### src/rtl/gpc_pkg.sv
package gpc_pkg;
  typedef enum logic [1:0] {PH_IDLE, PH_W1, PH_W2} gpc_phase_t;
endpackage

### src/rtl/gpc_cell_merge.sv
module gpc_cell_merge #(
  parameter int N_CELLS = 100,
  parameter int AW      = 7
) (
  input  logic               clk,
  input  logic               rst,
  input  logic               we_i,
  input  logic [AW-1:0]      addr_i,
  input  logic               wdata_i,
  input  logic [N_CELLS-1:0] det_i,
  output logic               hit_o
);
  logic [N_CELLS-1:0] en_q;

  // one enable flop per cell so that all cells can be gated in parallel
  for (genvar i = 0; i < N_CELLS; i++) begin : g_cell
    always_ff @(posedge clk) begin
      if (rst)                                  en_q[i] <= 1'b1;
      else if (we_i && addr_i == AW'(i))        en_q[i] <= wdata_i;
    end
  end

  assign hit_o = |(det_i & en_q);
endmodule

### src/rtl/gpc_window_gen.sv
module gpc_window_gen
  import gpc_pkg::*;
#(
  parameter int W_MAX = 20,
  parameter int CW    = 5
) (
  input  logic          clk,
  input  logic          rst,
  input  logic          sync_i,
  input  logic [CW-1:0] w1_i,
  input  logic [CW-1:0] w2_i,
  output logic          win1_o,
  output logic          win2_o
);
  localparam logic [CW-1:0] CMAX = CW'(W_MAX);
  localparam logic [CW-1:0] CONE = CW'(1);

  gpc_phase_t    ph;
  logic [CW-1:0] rem;
  logic [CW-1:0] w2_lat;

  function automatic logic [CW-1:0] fit(input logic [CW-1:0] c);
    if (c == '0)   return CONE;
    if (c > CMAX)  return CMAX;
    return c;
  endfunction

  always_ff @(posedge clk) begin
    if (rst) begin
      ph     <= PH_IDLE;
      rem    <= '0;
      w2_lat <= CONE;
    end else if (sync_i) begin
      ph     <= PH_W1;
      rem    <= fit(w1_i) - CONE;
      w2_lat <= fit(w2_i);
    end else begin
      case (ph)
        PH_W1: begin
          if (rem == '0) begin
            ph  <= PH_W2;
            rem <= w2_lat - CONE;
          end else begin
            rem <= rem - CONE;
          end
        end
        PH_W2: begin
          if (rem == '0) ph <= PH_IDLE;
          else           rem <= rem - CONE;
        end
        default: ;
      endcase
    end
  end

  assign win1_o = (ph == PH_W1);
  assign win2_o = (ph == PH_W2);
endmodule

### src/rtl/gpc_bank.sv
module gpc_bank #(
  parameter int CNT_W = 10
) (
  input  logic             clk,
  input  logic             rst,
  input  logic             inc_i,
  input  logic             swap_i,
  output logic [CNT_W-1:0] acc_o,
  output logic [CNT_W-1:0] rd_o
);
  localparam logic [CNT_W-1:0] TOP = '1;

  logic [CNT_W-1:0] nxt;
  assign nxt = (inc_i && acc_o != TOP) ? acc_o + CNT_W'(1) : acc_o;

  always_ff @(posedge clk) begin
    if (rst) begin
      acc_o <= '0;
      rd_o  <= '0;
    end else if (swap_i) begin
      rd_o  <= nxt;
      acc_o <= '0;
    end else begin
      acc_o <= nxt;
    end
  end
endmodule

### src/rtl/gated_photon_counter.sv
module gated_photon_counter #(
  parameter int N_CELLS = 100,
  parameter int CNT_W   = 10,
  parameter int W_MAX   = 20,
  localparam int AW     = $clog2(N_CELLS),
  localparam int CW     = $clog2(W_MAX + 1)
) (
  input  logic               clk,
  input  logic               rst,
  input  logic               sync_i,
  input  logic [N_CELLS-1:0] det_i,
  input  logic               mask_we_i,
  input  logic [AW-1:0]      mask_addr_i,
  input  logic               mask_wdata_i,
  input  logic [CW-1:0]      w1_code_i,
  input  logic [CW-1:0]      w2_code_i,
  input  logic               swap_i,
  output logic [CNT_W-1:0]   cnt1_o,
  output logic [CNT_W-1:0]   cnt2_o
);
  logic             hit;
  logic             win1, win2;
  logic [1:0]       inc;
  logic [CNT_W-1:0] acc [2];
  logic [CNT_W-1:0] rd  [2];

  gpc_cell_merge #(.N_CELLS(N_CELLS), .AW(AW)) u_merge (
    .clk(clk), .rst(rst), .we_i(mask_we_i), .addr_i(mask_addr_i),
    .wdata_i(mask_wdata_i), .det_i(det_i), .hit_o(hit)
  );

  gpc_window_gen #(.W_MAX(W_MAX), .CW(CW)) u_win (
    .clk(clk), .rst(rst), .sync_i(sync_i), .w1_i(w1_code_i),
    .w2_i(w2_code_i), .win1_o(win1), .win2_o(win2)
  );

  assign inc = {hit & win2, hit & win1};

  for (genvar g = 0; g < 2; g++) begin : g_bank
    gpc_bank #(.CNT_W(CNT_W)) u_bank (
      .clk(clk), .rst(rst), .inc_i(inc[g]), .swap_i(swap_i),
      .acc_o(acc[g]), .rd_o(rd[g])
    );
  end

  assign cnt1_o = rd[0];
  assign cnt2_o = rd[1];
endmodule

### config.mk
export PLATFORM = sky130hd
export DESIGN_NAME = gated_photon_counter
export DESIGN_NICKNAME = d
export VERILOG_FILES = /design/src/rtl/gpc_pkg.sv /design/src/rtl/gpc_cell_merge.sv /design/src/rtl/gpc_window_gen.sv /design/src/rtl/gpc_bank.sv /design/src/rtl/gated_photon_counter.sv
export SDC_FILE = /design/constraint.sdc
export NUM_CORES = 1
export LEC_CHECK = 0
export CAP_MARGIN = 40
export CORE_MARGIN = 2
export CORE_UTILIZATION = 52
export DETAILED_ROUTE_END_ITERATION = 6
export PLACE_DENSITY_LB_ADDON = 0.08
export SYNTH_ARGS = -nofsm -noshare
export SYNTH_HDL_FRONTEND = slang
export SYNTH_SLANG_ARGS = --single-unit
### constraint.sdc
create_clock -name clk -period 3.15 [get_ports clk]
set_input_delay 0.7875 -clock clk [delete_from_list [all_inputs] [get_ports clk]]
set_output_delay 0.7875 -clock clk [all_outputs]
set_load 0.02 [all_outputs]
# After elaboration in Yosys (flattened, before gate mapping)
# Index checks and enable logic that the tools add are counted.
# totals
wordCells	374
output_inout_bits	20
regBits	152
inputBits	123
# classes
order_cmp	2
n_bitwise	3
eq_ne	108
reduce_logical	114
mux	34
addsub	5
# op_table
cell	count
7-bit equality test, second input constant	36
7-bit by 6-bit equality test with 1-bit output, second input constant	32
7-bit by 5-bit equality test with 1-bit output, second input constant	16
1-bit logical AND	102
100-bit AND	1
100-bit OR reduction	1
5-bit 2-to-1 mux	13
7-bit by 4-bit equality test with 1-bit output, second input constant	8
7-bit by 3-bit equality test with 1-bit output, second input constant	4
10-bit by 1-bit adder with 10-bit output, second input constant	2
10-bit 2-to-1 mux	2
10-bit inequality test, second input constant	2
5-bit logical NOT	3
1-bit 2-to-1 mux	15
5-bit by 1-bit subtractor with 5-bit output, second input constant	3
7-bit by 2-bit equality test with 1-bit output, second input constant	2
5-bit greater-than comparator, second input constant	2
5-bit one-hot mux with 2 select lines	1
7-bit by 1-bit equality test with 1-bit output, second input constant	1
7-bit logical NOT	1
3-bit by 2-bit inequality test with 1-bit output, second input constant	2
3-bit AND reduction	2
2-bit 2-to-1 mux	2
2-bit by 1-bit inequality test with 1-bit output, second input constant	2
9 further kinds	11

# Logic depth before layout (Yosys ltp)
# Gate-level depths: netlist (run 1).
# logic_depth
depth_word	13
mapped_depth	10
mapped_depth_nobuf	10

# Cells and area by module
# A second synthesis (run 1) with hierarchy kept.
# hier_totals
hier_cells	891
hier_area_um2	7955.1
# by_module_without_submodules
module	area_per_inst_um2	seq_area_each_um2	instances	cells_per_inst
gpc_cell_merge	4931.0	2001.9	1	539
gpc_bank (g_bank[0].u_bank)	1119.8	400.4	1	134
gpc_bank (g_bank[1].u_bank)	1006.0	400.4	1	108
gpc_window_gen	885.8	240.2	1	108
gated_photon_counter	12.5	0.0	1	2

# Worst setup path before layout (run 1)
# No wires, ideal clock.
# synth_timing
path_type	input-to-reg
from	in det_i[50]
to	reg g_bank[1].u_bank.rd_o[7]
t_arrival_ps	2598
required_time_ps	3029
setup_slack_ps	431
n_path_buf	2
setup_ps	121
stages	9
path_cell_list	a22oi_1 > nand2_1 > or3_1 > or4_4 > buf_6 > buf_6 > o2111ai_1 > xor2_1 > o21ai_1
# synth_via
elab_chain_len	5
# synth_rtl
element	line	rtl
start: declaration	gated_photon_counter.sv:11	input logic [N_CELLS-1:0] det_i,
100-bit AND	gpc_cell_merge.sv:23	assign hit_o = |(det_i & en_q);
100-bit OR reduction	gpc_cell_merge.sv:23	
1-bit AND	gated_photon_counter.sv:37	assign inc = {hit & win2, hit & win1};
1-bit logical AND	gpc_bank.sv:14	assign nxt = (inc_i && acc_o != TOP) ? acc_o + CNT_W'(1) : acc_o;
10-bit 2-to-1 mux	gpc_bank.sv:14	
end signal: assignment	gpc_bank.sv:21	rd_o <= nxt;
end: declaration	gpc_bank.sv:9	output logic [CNT_W-1:0] rd_o
# No other way between the ends.
# A chain may end at the register's enable or synchronous reset.

# Final worst setup path (run 1)
# layout_timing
from	in det_i[18]
to	reg g_bank[1].u_bank.rd_o[3]
# Same word-level chain as after synthesis.

==> flow_summary.toml, run 1 <==
[worst_setup_path]
cp_max_fo = 15
start_kind = "primary input"
ff2ff_path_depth = 9
reg2reg_slack_ns = 0.59
worstReg2RegEnd = "g_bank[1].u_bank.rd_o[3]"
worstPathRequired_ns = 3.42
endpoint_kind = "flip-flop"
r2r_start = "u_merge.en_q[18]"
crit_type = "primary input to flip-flop"
worstPathArrival_ns = 3.33

[min_path]
hold_path_class = "flip-flop to flip-flop"
worstHoldPathCells = 2
hold_start = "g_bank[1].u_bank.rd_o[9]"
whs_endpoint = "g_bank[1].u_bank.rd_o[9]"

[yosys]
synthTopCellsByArea = "dfxtp_1, a311o_1, nand3b_1, nand4_1, a21boi_0"
yosysUniqueCellTypes = 49
netlist_instances = 828
yosysTopAreaCellShare = 0.418
ys_seq_area_frac = 0.418
yosys_warnings = 0
syn_avg_cell_area_um2 = 8.79
synth_ff_type = "dfxtp_1"
synth_edf_count = 0
synthArstFlopShare = 0
synth_seq_cells = 152
syn-num-nets = 956
yosys.area.top_type = "dfxtp_1"
synth_area_mm2 = 0.00728

[drt]
drt-wirelength-per-cell_um = 20.0
post-route-drc-count = 0
via_per_inst = 6.31
final_antenna_net_count = 0
firstDrtPassIters = 5
drtIter0Drc = 750
wl_um = 23000
num_vias = 7232

[die]
num_io_pins = 143
initial_utilization = 0.528
rows = 43
dieArea_mm2 = 0.0150
die_height_um = 122
die_w_um = 122
core_mm2 = 0.0138

[final_layout]
postLayoutCellArea_mm2 = 0.00961
antenna-diode-count = 0
area_growth_pct = 32.1
nets = 1082
layout-drive-gt1-share = 0.0900
fin_util = 0.698

[grt]
grt_pass1_vias = 6876
track_usage = 0.310
grt_first_pass_wirelength_um = 35700
grt_start_max_net_pins = 101
antenna_found_initial = 0
overflow = 0

[sta]
period_needed_ns = 3.06
setup_ws_ns = 0.0934
setup_violations = 0
rsz0062_at_grt = "no"
clock.fmax_mhz = 327
worstMarginPinSlew_ns = 0.875
max_slew_margin = 0.417
skew_ns = 0.0117
period_share = 0.970
final_max_slew_viol_count = 0
hold_viol = 0

[clock_network]
cts-buffers-inserted = 17
cts_sinks = 152
clockBufferDepth = 2
cts-root-buf = "clkbuf_16"
clk_pin_slew_worst_paths_ns = 0.06
clkLatencyLatePin_ns = 0.44
htree_levels = 4
cts_tree = "built"

[power]
vdd_ir_drop_max_mv = 0.335
p_per_area_mw_per_mm2 = 503
power_leakage_nw = 3.29

[placement]
hpwl_um = 15800
dpl_worst_slack_ns = -0.362
port_buffers = 142
dpl-instance-area_mm2 = 0.00893
place_congestion = 0.952

[run]
maxCapViolCount = 0

[outcome]
status = "finished, final reports clean"
==> worst max path at each step <==
stage / from / to / slack [ns] / depth (start not counted)
6_report: det_i[18] / g_bank[1].u_bank.rd_o[3] / 0.09 / 10
5_1_grt: det_i[18] / g_bank[1].u_bank.rd_o[4] / 0.005 / 10
4_1_cts: det_i[8] / g_bank[0].u_bank.rd_o[2] / 0.09 / 9
3_5_place_dp: det_i[8] / g_bank[0].u_bank.rd_o[2] / -0.36 / 9
3_3_place_gp: det_i[18] / g_bank[1].u_bank.rd_o[6] / -0.30 / 10
2_1_floorplan: det_i[50] / g_bank[1].u_bank.rd_o[7] / 0.43 / 9
==> through the flow <==
stage          total power, mW  std cells  setup TNS, ns  hold WS, ns
2_1_floorplan             2.30        828              0        0.441
3_3_place_gp              2.57       1113          -8.00        0.452
3_5_place_dp              2.58       1113          -9.56        0.458
4_1_cts                   4.84       1145              0        0.466
5_1_grt                   4.97       1147              0        0.486
6_report                  4.84       1147              0        0.469
==> registers in the layout (all words and copies together), names as in the netlist <==
name and flops:
u_win.rem 5, g_bank.u_bank.rd_o 20, g_bank.u_bank.acc_o 20, u_win.w2_lat 5
u_win.ph 2, u_merge.en_q 100
==> routing by layer <==
layer,vias to the layer above,share of wire,GRT usage
met5,-,0,0
met4,0,0.034,0.142
met3,57,0.071,0.0669
met2,309,0.49,0.511
met1,3471,0.41,0.388
li1,3395,-,-
==> report_power, final <==
group          internal, mW  leakage, nW  switching [mW]
registers              1.95         1.23          0.0245
clock network          1.42        0.309           0.865
logic                 0.281         1.75           0.296
==> layout by cell type (no fill, tap or decap), types with 5 or more instances in the layout <==
cell type,count
a311o_1,45
clkbuf_16,17
a22o_1,12
nor2b_1,8
o21ai_0,59
a211oi_1,18
dfxtp_1,152
mux2i_1,7
a22oi_1,25
nand3_1,9
bufinv_16,5
nand2_1,39
nand2b_1,9
nand4_1,55
nand3b_1,51
clkdlybuf4s50_1,140
xor2_1,17
a221oi_1,10
buf_4,40
or3_1,5
inv_1,9
a21oi_1,18
ha_1,5
xnor2_1,6
nor2_1,80
o21ai_1,9
a21boi_0,45
nor3_1,10
a211o_1,6
==> what timing repair did <==
action	CTS	global route
hold buffers	0	0
endpoints found under the hold margin	0	0
setup endpoints to repair	0	3
gates resized for setup	0	5
buffers inserted	0	2
==> cells by family (layout without fill, tap and decap cells) <==
family / after synthesis / count (layout) / synth area share
AO/OA/AOI/OAI: 269 / 269 / 0.274
XOR/XNOR: 23 / 23 / 0.0277
adder cells (fa/ha/maj): 5 / 5 / 0.00860
buffers and inverters: 84 / 223 / 0.0457
flip-flops: 152 / 152 / 0.418
multiplexers: 7 / 7 / 0.00963
AND/OR/NAND/NOR: 288 / 288 / 0.216
==> synthesized netlist by cell type, drive strengths merged (6+ instances only) <==
master / number
a22oi: 26
a22o: 12
nand3b: 51
nor3: 11
nor2: 80
xor2: 17
mux2i: 7
buf: 10
a211oi: 19
dfxtp: 152
a211o: 6
a221oi: 12
a21oi: 18
inv: 9
nand2b: 9
nand3: 9
nand4: 55
nor2b: 8
a21boi: 45
clkbuf: 65
xnor2: 6
a311o: 45
nand2: 39
o21ai: 68
==> layout make-up <==
cell class              instances  area (µm²)
clock inverters                13         218
well taps                     180         225
inverters                       9        33.8
repair buffers                182        1730
fillers                      1114        4160
multi-input cells             592        3930
flip-flops and latches        152        3040
clock buffers                  19         433
==> worst max-delay path, stage by stage <==
cell             delay (ns)
clkdlybuf4s50_1        0.42
a22oi_2                0.20
buf_4                  0.16
nand2_1                0.04
or3_1                  0.38
or4_4                  0.68
buf_4                  0.19
o21ai_1                0.13
xor2_1                 0.21
a211oi_1               0.10
(Power assumes the default switching activity.)
==> inputs of run 2 (changes only) <==
--- a/config.mk
+++ b/config.mk
@@ -10,6 +10,7 @@
 export CORE_UTILIZATION = 52
 export DETAILED_ROUTE_END_ITERATION = 6
 export PLACE_DENSITY_LB_ADDON = 0.08
+export SKIP_CTS_REPAIR_TIMING = 1
 export SYNTH_ARGS = -nofsm -noshare
 export SYNTH_HDL_FRONTEND = slang
 export SYNTH_SLANG_ARGS = --single-unit
==> results of run 2 <==
No change in the layout: final DEF, timing and power equal those of run 1.
==> inputs of run 3 (changes only) <==
--- a/config.mk
+++ b/config.mk
@@ -9,7 +9,9 @@
 export CORE_MARGIN = 2
 export CORE_UTILIZATION = 52
 export DETAILED_ROUTE_END_ITERATION = 6
+export MAX_ROUTING_LAYER = met4
 export PLACE_DENSITY_LB_ADDON = 0.08
+export SETUP_SLACK_MARGIN = 0.15
 export SKIP_CTS_REPAIR_TIMING = 1
 export SYNTH_ARGS = -nofsm -noshare
 export SYNTH_HDL_FRONTEND = slang
==> constraint.sdc (replaced) <==
create_clock -name clk -period 3.15 [get_ports clk]
set_input_delay 0.7875 -clock clk [delete_from_list [all_inputs] [get_ports clk]]
set_output_delay 0.7875 -clock clk [all_outputs]
set_load 0.01 [all_outputs]
==> run 3 against run 2 <==
Total power decreased by 3.9%. Largest power group unchanged. Critical endpoint is now g_bank[0].u_bank.rd_o[2]. Count of clock-buffer cells in the layout increased by 6. Final cell count about the same.
==> flow_summary.toml, run 3 (synthesis gave the netlist of run 1 again) <==
[outcome]
status = "finished, final reports clean"

[drt]
num_vias = 7328
post-route-drc-count = 0
wl_um = 23200
drt-wirelength-per-cell_um = 20.2
drtIter0Drc = 801
firstDrtPassIters = 6
via_per_inst = 6.38
final_antenna_net_count = 0

[sta]
final_max_slew_viol_count = 0
hold_viol = 0
hold_slack_ns = 0.473
period_needed_ns = 2.93
max_slew_margin = 0.581
rsz0062_at_grt = "yes"
worstMarginPinSlew_ns = 0.626
clock.fmax_mhz = 341
period_share = 0.930
setup_violations = 0
setup_ws_ns = 0.221
skew_ns = 0.00986

[final_layout]
regArea_mm2 = 0.00304
regMostFlops = "u_merge.en_q"
largest_reg_flops = 100
nets = 1084
antenna-diode-count = 0
layout_common_cells = "dfxtp_1, clkdlybuf4s50_1, nor2_1, o21ai_0, nand4_1"
n_fill_cell = 1128
layout_commonest_cell = "dfxtp_1"
area_growth_pct = 32.8
stdcell_count = 1148
fin_util = 0.701
layout-drive-gt1-share = 0.101
multi_input_area_mm2 = 0.00400
reg_top3 = "u_merge.en_q (100), g_bank.u_bank.acc_o (20), g_bank.u_bank.rd_o (20)"

[placement]
dpl_worst_slack_ns = -0.347
hpwl_um = 15900
dp_cells = 1113
port_buffers = 142
place_congestion = 0.962

[die]
initial_utilization = 0.528
core_mm2 = 0.0138
die_w_um = 122
num_io_pins = 143
rows = 43
dieArea_mm2 = 0.0150
die_height_um = 122

[clock_network]
cts_tree = "built"
cts_sinks = 152
clockBufferDepth = 2
htree_levels = 4
cts-buffers-inserted = 17
cts-root-buf = "clkbuf_16"
clkLatencyLatePin_ns = 0.42
clk_pin_slew_worst_paths_ns = 0.06

[worst_setup_path]
worstPathArrival_ns = 3.22
crit_path_top_delay_cell = "or4_4"
crit_type = "primary input to flip-flop"
crit_chain = "clkdlybuf4s50_1 -> a22oi_2 -> buf_4 -> nand2_1 -> or3_4 -> or4_4 -> o21bai_4 -> mux2i_1 -> o311ai_0"
worst-path-buf-inv = 2
endpoint_kind = "flip-flop"
cpPeakStageDelay_ns = 0.58
cp_max_fo = 5
start_kind = "primary input"
crit_family = "simple AND/OR/NAND/NOR gates"
worstPathRequired_ns = 3.44

[power]
power.total_mw = 4.65
p_per_area_mw_per_mm2 = 481
vdd_ir_drop_max_mv = 0.366
power_leakage_nw = 3.29

[min_path]
hold_path_class = "flip-flop to flip-flop"

[grt]
grt_first_pass_wirelength_um = 35800
track_usage = 0.317
grt_start_max_net_pins = 108
antenna_found_initial = 0
grt_pass1_vias = 6971
overflow = 0

[run]
maxCapViolCount = 0
[run 3: changes by cell type in the layout (fill, tap and decap cells not counted), moves of 3 or more]
cell       delta
a221oi_2      +3
clkbuf_8      +8
a221oi_1      -3
inv_6         -4
bufinv_16     -3
[run 3: stage by stage]
stage               setup TNS (ns)  cell area (µm²)
floorplan                        0             7280
global placement             -7.83             8940
detailed placement           -9.56             8940
CTS                              0             9560
global route                     0             9660
finish                           0             9660
[run 3: final timing paths]
kind	startpoint	end	slack, ns	cells past startpoint
max	det_i[18]	g_bank[0].u_bank.rd_o[2]	0.22	9
min	g_bank[0].u_bank.rd_o[0]	g_bank[0].u_bank.rd_o[0]	0.47	2
max reg2reg	u_merge.en_q[18]	g_bank[0].u_bank.rd_o[2]	0.67	8
min reg2reg	g_bank[0].u_bank.rd_o[0]	g_bank[0].u_bank.rd_o[0]	0.47	2
[run 3: worst reg2reg max path, delay by kind of cell (launching register included)]
family | cells | cell delay [ns]
AOI/OAI and AO/OA | 3 | 0.63
buffers and inverters | 1 | 0.16
DFF | 1 | 0.31
muxes | 1 | 0.21
and+or+nand+nor | 3 | 1.04
[run 3: power by group]
group / internal, mW / switching (mW)
registers: 1.95 / 0.0227
clock network: 1.33 / 0.773
logic: 0.284 / 0.287
[run 3: final cells by class]
class,instances,area share
multi-input cells,594,0.414
flip-flops and latches,152,0.315
repair buffers,182,0.180
clock buffers,25,0.0554
well taps,180,0.0233
clock inverters,6,0.00881
inverters,9,0.00350
[run 3: layer usage]
layer / routed length [µm] / vias up / GRT usage
li1: - / 3410 / -
met1: 9250 / 3532 / 0.391
met2: 11500 / 330 / 0.515
met3: 1810 / 56 / 0.0534
met4: 704 / 0 / 0.131
met5: 0 / - / -
